===== src/rtl/isa_cap_reg.sv =====
module isa_cap_reg #(
  parameter int          XLEN      = 32,
  parameter int          EXT_W     = 26,
  parameter int          WRITABLE  = 1,
  parameter logic [1:0]  RESET_MXL = 2'b01,
  parameter logic [25:0] RESET_EXT = 26'h014112D
) (
  input  logic             clk,
  input  logic             rst_n,
  input  logic             wr_en,
  input  logic [XLEN-1:0]  wr_data,
  input  logic [EXT_W-1:0] hart_ext_mask,
  input  logic [XLEN-1:0]  next_pc,
  output logic [XLEN-1:0]  cap_value,
  output logic             flush
);
  localparam int BIT_A = 0;
  localparam int BIT_C = 2;
  localparam int BIT_D = 3;
  localparam int BIT_E = 4;
  localparam int BIT_F = 5;
  localparam int BIT_I = 8;
  localparam int BIT_M = 12;
  localparam int BIT_S = 18;
  localparam int BIT_U = 20;
  localparam int PAD_W = XLEN - EXT_W - 2;
  localparam logic [EXT_W-1:0] ONE = {{(EXT_W-1){1'b0}}, 1'b1};
  localparam logic [EXT_W-1:0] IMPL =
    (ONE << BIT_A) | (ONE << BIT_C) | (ONE << BIT_D) | (ONE << BIT_E) |
    (ONE << BIT_F) | (ONE << BIT_I) | (ONE << BIT_M) | (ONE << BIT_S) |
    (ONE << BIT_U);
  localparam bit CAN_WRITE = (WRITABLE != 0);

  logic [1:0]       mxl_q;
  logic [EXT_W-1:0] ext_q;
  logic [EXT_W-1:0] proposed;
  logic [EXT_W-1:0] legal;
  logic             accept;
  logic             unused_bits;

  assign proposed    = wr_data[EXT_W-1:0];
  assign accept      = CAN_WRITE && wr_en && (proposed[BIT_I] || proposed[BIT_E]) && !proposed[BIT_E];
  assign cap_value   = {mxl_q, {PAD_W{1'b0}}, ext_q};
  assign unused_bits = ^{wr_data[XLEN-1:EXT_W], next_pc[XLEN-1:2]};

  always_comb begin
    legal = proposed & hart_ext_mask & IMPL;
    if (legal[BIT_D] && !legal[BIT_F]) legal[BIT_D] = 1'b0;
    if (legal[BIT_C] && (next_pc[1:0] != 2'b00)) legal[BIT_C] = 1'b0;
  end

  always_ff @(posedge clk) begin
    if (!rst_n) begin
      mxl_q <= RESET_MXL;
      ext_q <= RESET_EXT;
      flush <= 1'b0;
    end else begin
      flush <= accept && (legal != ext_q);
      if (accept) ext_q <= legal;
    end
  end

  AST_NO_STROBE_HOLD: assert property (@(posedge clk) disable iff (!rst_n)
    !wr_en |=> $stable(cap_value));
  AST_NO_BASE_DROP: assert property (@(posedge clk) disable iff (!rst_n)
    wr_en && !wr_data[BIT_I] && !wr_data[BIT_E] |=> $stable(cap_value) && !flush);
  AST_E_DROP: assert property (@(posedge clk) disable iff (!rst_n)
    wr_en && wr_data[BIT_E] |=> $stable(cap_value) && !flush);
  AST_BASE_FIXED: assert property (@(posedge clk) disable iff (!rst_n)
    cap_value[XLEN-1:XLEN-2] == RESET_MXL);
  AST_PAD_ZERO: assert property (@(posedge clk) disable iff (!rst_n)
    cap_value[XLEN-3:EXT_W] == '0);
  AST_D_NEEDS_F: assert property (@(posedge clk) disable iff (!rst_n)
    flush |-> !(cap_value[BIT_D] && !cap_value[BIT_F]));
  AST_FLUSH_CHANGED: assert property (@(posedge clk) disable iff (!rst_n)
    flush |-> cap_value != $past(cap_value));

  generate
    if (!CAN_WRITE) begin : g_locked
      AST_LOCKED: assert property (@(posedge clk) disable iff (!rst_n)
        wr_en |=> $stable(cap_value) && !flush);
    end
  endgenerate
endmodule


===== config.mk =====
export PLATFORM = sky130hd
export DESIGN_NAME = isa_cap_reg
export DESIGN_NICKNAME = d
export VERILOG_FILES = /design/src/rtl/isa_cap_reg.sv
export SDC_FILE = /design/constraint.sdc
export NUM_CORES = 1
export LEC_CHECK = 0
export BUFFER_PORTS_ARGS = -buffer_cell sky130_fd_sc_hd__buf_2
export CAP_MARGIN = 20
export CORE_AREA = 2 2 54 56
export DETAILED_ROUTE_END_ITERATION = 16
export DIE_AREA = 0 0 56 58
export PLACE_DENSITY_LB_ADDON = 0.05
export SLEW_MARGIN = 20
export SYNTH_ARGS = -nofsm -noshare
export SYNTH_HDL_FRONTEND = slang
export SYNTH_SLANG_ARGS = --single-unit
export TNS_END_PERCENT = 30

===== constraint.sdc =====
create_clock -name clk -period 1.2 [get_ports clk]
set_input_delay 0.24 -clock clk [delete_from_list [all_inputs] [get_ports clk]]
set_output_delay 0.24 -clock clk [all_outputs]
set_load 0.005 [all_outputs]

After elaboration in Yosys (flattened, before gate mapping) --
Cells that the tools add are included.
Storage, ports and cells: logic and storage cells 15, input port bits 93, bits in registers 10, output and inout bits 33
Cells by class: mux-type cells 2, equality and inequality tests 1, reduce and logical (&&, ||, !) cells 9, bitwise operators 1
Operators by type and width (number):
- 21-bit bitwise AND | 1
- 9-bit != test | 1
- 1-bit logical AND | 5
- 1-bit logical NOT | 2
- 1-bit 2-to-1 mux | 2
- 2-bit nonzero test | 1
- 1-bit logical OR | 1

Longest topological paths before layout --
Gate-level depths: netlist (run 1).
depth after elaboration 6, mapped depth 4, depth with buffers taken out 4

Worst setup path before layout (run 1) --
No wires, ideal clock.
path kind input to register, from input next_pc[0], to register flush, setup time 0.088 ns, stages 4, path buffers 0, arrival time 0.922 ns, setup slack 0.190 ns, data required time 1.112 ns, path through and4bb_1 xor2_1 nor2_1 a311oi_2
On the way: word-level cells in the longest chain between the ends 5
Ends and longest elaborated chain:
- from (decl) | RTL line 13 | input logic [XLEN-1:0] next_pc,
- 2-bit nonzero test | RTL line 49 | if (legal[BIT_C] && (next_pc[1:0] != 2'b00)) legal[BIT_C] = 1'b0;
- 1-bit logical AND | RTL line 49
- 1-bit 2-to-1 mux | RTL line 49
- 9-bit != test | RTL line 58 | flush <= accept && (legal != ext_q);
- 1-bit logical AND | RTL line 58
- to (signal assigned) | RTL line 58
- to (decl) | RTL line 15 | output logic flush
No other way between the ends. A chain may end at the register's enable or synchronous reset.

Worst setup path after layout (run 1) --
from register ext_q[0], to register flush
On the way: word-level cells in the longest chain between the ends 2
Ends and longest elaborated chain:
- from (decl) | RTL line 35 | logic [EXT_W-1:0] ext_q;
- from (signal assigned) | RTL line 59 | if (accept) ext_q <= legal;
- 9-bit != test | RTL line 58
- 1-bit logical AND | RTL line 58
No other way between the ends.

==> impl_metrics.json, run 1 <==
{
  "status": "completed",
  "postCtsSetupBuffers": 0,
  "netlist_instances": 78,
  "finalHoldViolCount": 0,
  "slowest_delay_ps": 330,
  "fin_crit_ps": 1020,
  "ys_types": 19,
  "hold_buffers": 0,
  "p_sw_share_pct": 26.3,
  "dpl_cell_area_um2": 771,
  "setup_viol": 0,
  "setup.worst_path.end_class": "flip-flop",
  "syn_area_um2": 674,
  "ant_nets": 0,
  "path_max_fanout": 3,
  "timing.fmax_ghz": 0.984,
  "core-area_um2": 2660,
  "insertion_delay_ps": 260,
  "initial_core_util_pct": 25.3,
  "dpl.cell_count": 137,
  "layoutNonFillerInstCount": 140,
  "die_h_um": 58,
  "grt_max_degree": 17,
  "startpoint_type": "flip-flop",
  "clock_power_share_pct": 30.2,
  "critical_path.top_delay_family": "flip-flops",
  "cts_buffer_depth": 2,
  "p_int_uw": 532,
  "avgSynthCellArea_um2": 8.65,
  "power_leakage_nw": 0.426,
  "holdPathStages": 3,
  "p_switching_uw": 190,
  "ios": 126,
  "seqPwrFrac_pct": 49.6,
  "first_iter_violations": 4,
  "routed_via_density": 3.86,
  "rr_worst_depth": 3,
  "routabilityCongestion": 0.594,
  "vdd_drop_max_mv": 0.552,
  "stdcell_area_um2": 793,
  "antenna_found_initial": 1,
  "yosysSeqAreaShare_pct": 29.7,
  "grt_remaining_overflow": 0,
  "dr.pass1.iters": 4,
  "cts_resized": 0,
  "p_comb_share_pct": 20.2,
  "cap_violations": 0,
  "synth_seq_cells": 10,
  "root_buffer": "clkbuf_4",
  "antenna_cells": 0,
  "cts-buffers-inserted": 3,
  "yosysWarnings": 0,
  "hold_path.class": "in2reg",
  "grt_pass1_wl_mm": 2.19,
  "required_ps": 1320,
  "drv_slew": 0,
  "htree_levels": 1,
  "dieArea_um2": 3250,
  "rsz0062_at_grt": "false",
  "rows": 19,
  "finalSetupTns_ps": 0,
  "cts_tree": "done",
  "fin_skew_ps": 3.90,
  "synthToLayoutAreaGrowth_pct": 17.6,
  "vias": 541,
  "die_w_um": 56,
  "clk_pin_slew_ps": 60,
  "path_class": "reg2reg",
  "cp_num_cells": 3,
  "critPathBufInv": 0,
  "worstPathCellList": "xnor2_1 > nor4_2 > a311oi_2",
  "clock-sinks": 10,
  "portBuffers": 32,
  "grt_pass1_vias": 466,
  "grt_usage_pct": 9.12,
  "crit_path_top_delay_cell": "dfxtp_1",
  "nets": 204,
  "power_density_nw_per_um2": 910,
  "drive_above_1_share_pct": 34.9,
  "wl_mm": 1.31,
  "drc": 0,
  "cp.arrival_ps": 1140,
  "period_share_pct": 84.7,
  "hpwl_mm": 1.10,
  "wire_per_inst_um": 9.32
}
## path summary, 6_finish.rpt
path,startpoint,end,slack (ps)
hold reg to reg,ext_q[12]$_SDFFE_PN1P_,ext_q[12]$_SDFFE_PN1P_,510
hold / removal,hart_ext_mask[8],ext_q[8]$_SDFFE_PN1P_,220
setup / recovery,ext_q[0]$_SDFFE_PN1P_,flush$_SDFF_PN0_,180
setup reg to reg,ext_q[0]$_SDFFE_PN1P_,flush$_SDFF_PN0_,180
## state kept, by name, indices dropped and copies added (netlist names)
| register | cells |
|---|---|
| ext_q | 9 |
| flush | 1 |
## cells by family (layout without fill, tap and decap cells)
family	count (synthesis)	count (layout)	share of synthesized area [%]
AO/OA/AOI/OAI	7	7	8.90
flip-flops	10	10	29.7
buffers and inverters	26	36	27.5
AND/OR/NAND/NOR	22	22	18.2
XOR/XNOR	9	9	11.7
other	2	23	1.11
multiplexers	2	2	2.97
## through the flow
step	hold slack, ps	utilization [%]	power, mW	setup WS [ps]
after global placement	479	28.9	0.513	21.4
final	215	29.8	0.722	183
after CTS	207	29.8	0.745	157
after floorplan	365	-	0.505	190
after global routing	214	29.8	0.787	88.2
after detailed placement	479	28.9	0.514	7.32
## power groups by stage
stage	registers [mW]	clock network [mW]	logic [mW]
floorplan	0.367	0	0.138
global placement	0.366	0	0.147
detailed placement	0.367	0	0.147
CTS	0.359	0.238	0.148
global route	0.360	0.259	0.168
finish	0.359	0.218	0.146
## cells in the mapped netlist, drive strengths merged
cell	instances	area share [%]
nor2	1	0.56
buf	24	26
xnor2	8	10
nand4	1	0.93
nand2	15	8.3
clkbuf	1	0.56
conb	2	1.1
nor3	1	0.74
and3	1	0.93
mux2i	2	3.0
inv	1	0.56
nand3b	1	3.0
dfxtp	10	30
and4bb	1	1.9
a311oi	1	2.2
xor2	1	1.3
o211ai	6	6.7
nor4	1	1.9
## metal layers
layer	share of wire (%)	vias up	GRT usage (%)	routed length, um
met5	1.0	-	0	13
met4	0.77	2	3.06	10
met3	12	4	5.58	154
met2	45	35	14.6	588
met1	41	226	10.0	537
li1	-	274	-	-
## worst register-to-register path, delay by kind of cell (launching register included)
| family | cells | cell delay [ps] |
|---|---|---|
| simple gates | 1 | 290 |
| flops | 1 | 330 |
| xor+xnor | 1 | 140 |
| compound gates | 1 | 120 |
## final cells by class
| class | count | area (um^2) |
|---|---|---|
| Tap cell | 31 | 38.8 |
| Sequential cell | 10 | 200 |
| Timing Repair Buffer | 32 | 160 |
| Multi-Input combinational cell | 63 | 368 |
| Inverter | 1 | 3.75 |
| Clock buffer | 3 | 22.5 |
| Fill cell | 295 | 1870 |
## cells in the final DEF, fill, tap and decap left out
master / instances
inv_1: 1
o211ai_1: 6
nor4_2: 1
mux2i_1: 2
xnor2_1: 8
xor2_1: 1
conb_1: 23
nand4_1: 1
nor3_1: 1
dfxtp_1: 10
clkbuf_4: 3
buf_2: 32
a311oi_2: 1
and3_1: 1
nand2_1: 15
and4bb_1: 1
nand3b_4: 1
nor2_1: 1
Note: power is estimated with default switching activity, not from simulation.
==> run 2, diff against run 1 <==
Clock period 1.2 ns to 1 ns, I/O delays scaled along.
==> run 2 against run 1 <==
The run now ends with negative setup slack left. Die area is the same. Clock skew shrank 2.2 ps. Clock power grew 68%. Non-clock buffer count grew 4. Combinational power grew 35%. Critical path depth shrank 1. Cell count grew 3.6%. Total power grew 38%. Setup slack lost 220 ps. Sequential cell count is the same. Critical path type is now reg2out. Largest power group unchanged.
==> impl_metrics.json, run 2 (synthesis results as in run 1) <==
{
  "status": "complete, but fails checks",
  "violations": "negative setup slack",
  "vias": 561,
  "r2r_start": "ext_q[0]$_SDFFE_PN1P_",
  "stdcell_area_um2": 873,
  "critical_path.top_delay_family": "flip-flops",
  "startpoint_type": "flip-flop",
  "total_power_uw": 996,
  "slowest_delay_ps": 340,
  "drv_slew": 0,
  "setup.worst_path.end_class": "output pin",
  "wl_mm": 1.38,
  "root_buffer": "clkbuf_4",
  "synthToLayoutAreaGrowth_pct": 29.5,
  "antenna_found_initial": 0,
  "hold_buffers": 0,
  "antenna_cells": 0,
  "cts_buffer_depth": 2,
  "path_max_fanout": 2,
  "fin_crit_ps": 1030,
  "die_h_um": 58,
  "hpwl_mm": 1.12,
  "grt_usage_pct": 8.40,
  "rows": 19,
  "clock-sinks": 10,
  "pre_cts_ws_ps": -171,
  "final_util_pct": 32.8,
  "htree_levels": 1,
  "cts-buffers-inserted": 3,
  "cts_tree": "done",
  "portBuffers": 32,
  "fin_skew_ps": 1.74,
  "hold_path.class": "in2reg",
  "initial_core_util_pct": 25.3,
  "finalHoldViolCount": 0,
  "period_share_pct": 103,
  "grt_pass1_wl_mm": 2.08,
  "postCtsSetupBuffers": 0,
  "final_cell_mix": "buf_2, conb_1, nand2_1",
  "vdd_drop_max_mv": 0.490,
  "critPathBufInv": 2,
  "rsz0062_at_grt": "true",
  "worstPathCellList": "buf_4 > buf_6",
  "core-area_um2": 2660,
  "layout_commonest_cell": "buf_2",
  "first_iter_violations": 1,
  "power_density_nw_per_um2": 1140,
  "crit_path_start": "ext_q[0]$_SDFFE_PN1P_",
  "n_fill_cell": 301,
  "largest_reg_flops": 9,
  "routabilityCongestion": 0.636,
  "layoutNonFillerInstCount": 145,
  "ant_nets": 0,
  "ios": 126,
  "dr.pass1.iters": 2,
  "power_leakage_nw": 0.467,
  "grt_remaining_overflow": 0,
  "dpl_cell_area_um2": 808,
  "clk_pin_slew_ps": 70,
  "insertion_delay_ps": 260,
  "crit_path_top_delay_cell": "dfxtp_2",
  "nets": 208,
  "routed_via_density": 3.87,
  "drive_above_1_share_pct": 43.0,
  "required_ps": 800,
  "hold_start": "hart_ext_mask[8]",
  "path_class": "reg2out",
  "setup_viol": 2,
  "drc": 0,
  "die_w_um": 56,
  "top_register": "ext_q",
  "grt_pass1_vias": 462,
  "wire_per_inst_um": 9.48,
  "timing.fmax_ghz": 0.968,
  "cap_violations": 0,
  "reg_top3": "ext_q: 9 flops, flush: 1 flops",
  "fin_ws_ps": -32.9,
  "grt_max_degree": 17,
  "dieArea_um2": 3250,
  "cp.arrival_ps": 830,
  "dpl.cell_count": 142
}
## run 2: where the power goes
group | switching, mW | internal, mW
Clock | 0.146 | 0.221
Sequential | 0.0146 | 0.418
Combinational | 0.0948 | 0.102
## run 2: stage by stage
step                      hold slack, ps  TNS [ps]
after global placement               443      -194
after CTS                            164     -87.9
after global routing                 198      -160
final                                181     -49.2
after detailed placement             443      -227
after floorplan                      325         0
## run 2: timing repair
item / in CTS / in global routing
endpoints found under the setup margin: 4 / 4
resized for setup: 7 / 3
pin swaps: 2 / 3
## run 2: final timing paths
| check | slack, ps | to | cells past startpoint |
|---|---|---|---|
| min reg2reg | 500 | ext_q[4]$_SDFFE_PN0P_ | 1 |
| max | -30 | cap_value[0] | 2 |
| max reg2reg | -20 | flush$_SDFF_PN0_ | 3 |
| min | 180 | ext_q[8]$_SDFFE_PN1P_ | 3 |
## run 2: worst register-to-register path: stages (launching register included)
cell and delay (ps):
dfxtp_2 340, xnor2_2 130, nor4_2 300, a311oi_2 120
## run 2: metal layers
layer  GRT usage (%)  up-vias  share of wire, %
met3            4.46        2                12
met1            10.5      242                43
met5               0        -                 0
li1                -      282                 -
met4            3.06        0              0.87
met2            12.3       35                44
## run 2: layout make-up
type	count	area (um^2)	area share, %
multi-input combinational	63	375	43.0
inverter	1	3.75	0.430
clock buffer	4	36.3	4.15
tap	31	38.8	4.44
sequential	10	206	23.6
timing repair buffer	36	213	24.4
==> run 3, diff against run 2 <==
Settings changed: CTS_CLUSTER_DIAMETER set to 200, GPL_TIMING_DRIVEN set to 0.
==> run 3 against run 2 <==
The run still ends with negative setup slack left. Count of clock-buffer cells in the layout is the same. Global-route usage up 0.70 points. Sequential cell count unchanged. Sequential power is essentially flat. Sequential share of layout area down 3.2 points. Total power grew 5.4%. Die area stayed put. Via count is 9.4% higher. Setup slack gained 33 ps. Largest cell class unchanged.
==> impl_metrics.json, run 3 (synthesis results as in run 1) <==
{
  "insertion_delay_ps": 260,
  "top_register": "ext_q",
  "r2r-end": "flush$_SDFF_PN0_",
  "fin_ws_ps": -0.334,
  "hold_path.class": "in2reg",
  "final_util_pct": 37.9,
  "fin_skew_ps": 2.16,
  "htree_levels": 1,
  "wire_per_inst_um": 8.52,
  "path_class": "reg2reg",
  "drive_above_1_share_pct": 52.2,
  "stdcell_area_um2": 1010,
  "reg_top3": "ext_q: 9 flops, flush: 1 flops",
  "dpl_cell_area_um2": 947,
  "ant_nets": 0,
  "status": "complete, but fails checks",
  "die_w_um": 56,
  "first_iter_violations": 15,
  "startpoint_type": "flip-flop",
  "antenna_cells": 0,
  "portBuffers": 31,
  "power_density_nw_per_um2": 1040,
  "timing.fmax_ghz": 1.00,
  "regToRegSetupSlack_ps": -0.3,
  "crit_path_start": "ext_q[5]$_SDFFE_PN1P_",
  "layout_commonest_cell": "buf_2",
  "dpl.cell_count": 161,
  "grt_max_degree": 11,
  "drc": 0,
  "cp.arrival_ps": 1140,
  "routabilityCongestion": 0.680,
  "period_share_pct": 100,
  "dr.pass1.iters": 4,
  "rsz0062_at_grt": "true",
  "dieArea_um2": 3250,
  "finalSetupTns_ps": -0.334,
  "path_max_fanout": 3,
  "setup_viol": 1,
  "clock-sinks": 10,
  "required_ps": 1140,
  "grt_pass1_wl_mm": 2.21,
  "root_buffer": "clkbuf_4",
  "grt_usage_pct": 9.09,
  "rows": 19,
  "antenna_found_initial": 0,
  "hold_buffers": 0,
  "nets": 228,
  "clk_pin_slew_ps": 70,
  "grt_remaining_overflow": 0,
  "r2r_start": "ext_q[5]$_SDFFE_PN1P_",
  "wl_mm": 1.41,
  "vdd_drop_max_mv": 0.628,
  "violations": "negative setup slack",
  "largest_reg_flops": 9,
  "die_h_um": 58,
  "power_leakage_nw": 0.569,
  "vias": 614,
  "rr_worst_depth": 3,
  "cap_violations": 0,
  "drv_slew": 0,
  "fin_crit_ps": 1000,
  "ios": 126,
  "cts_tree": "done",
  "setup.worst_path.end_class": "flip-flop",
  "cts_buffer_depth": 2,
  "layoutNonFillerInstCount": 165,
  "routed_via_density": 3.72,
  "final_cell_mix": "buf_2, buf_4, conb_1",
  "total_power_mw": 1.05,
  "cts-buffers-inserted": 3,
  "finalHoldViolCount": 0,
  "core-area_um2": 2660,
  "grt_pass1_vias": 504,
  "critical_path.endpoint": "flush$_SDFF_PN0_",
  "synthToLayoutAreaGrowth_pct": 49.7,
  "n_fill_cell": 280,
  "initial_core_util_pct": 25.3
}
## run 3: worst min path at each step
stage,startpoint,to,slack [ps],cells after the start
3_3_place_gp,hart_ext_mask[8],ext_q[8]$_SDFFE_PN1P_,440,3
3_5_place_dp,hart_ext_mask[8],ext_q[8]$_SDFFE_PN1P_,440,3
5_1_grt,hart_ext_mask[8],ext_q[8]$_SDFFE_PN1P_,190,3
2_1_floorplan,hart_ext_mask[8],ext_q[8]$_SDFFE_PN1P_,330,2
6_report,hart_ext_mask[8],ext_q[8]$_SDFFE_PN1P_,160,3
4_1_cts,hart_ext_mask[8],ext_q[8]$_SDFFE_PN1P_,160,3
## run 3: routing by layer
layer,vias to the layer above,global-route usage (%),routed length (um)
met5,-,0,0
met4,0,5.10,10
met3,2,4.46,192
met2,35,13.6,607
met1,252,10.6,594
li1,325,-,-
## run 3: critical path, cell delays in order, from the launching register on
cell and delay (ps):
dfxtp_2 340, xnor2_2 130, nor4_2 290, a311oi_2 130
## run 3: report_power, final
group	internal, mW	switching, mW	leakage, nW	total, mW
Sequential	0.418	0.0151	0.0799	0.433
Combinational	0.146	0.106	0.468	0.252
Clock	0.221	0.144	0.0210	0.365
Total	0.785	0.265	0.569	1.05
## run 3: layout make-up
type / instances / area [um^2] / area share, %
Buffer: 25 / 181 / 18.0
Sequential cell: 10 / 206 / 20.4
Clock buffer: 4 / 36.3 / 3.59
Inverter: 1 / 3.75 / 0.372
Timing Repair Buffer: 31 / 155 / 15.4
Multi-Input combinational cell: 63 / 388 / 38.4
Tap cell: 31 / 38.8 / 3.84
## run 3: through the flow
step / worst slack [ps] / hold slack [ps]
detailed placement: -172 / 439
global placement: -143 / 437
floorplan: 18.3 / 325
global route: -23.3 / 190
CTS: 1.12 / 158
finish: -0.334 / 162
## run 3: timing repair
item,in CTS,in global routing
pin swaps,3,2
endpoints found under the setup margin,1,3
resized for setup,3,5
buffers inserted,0,0
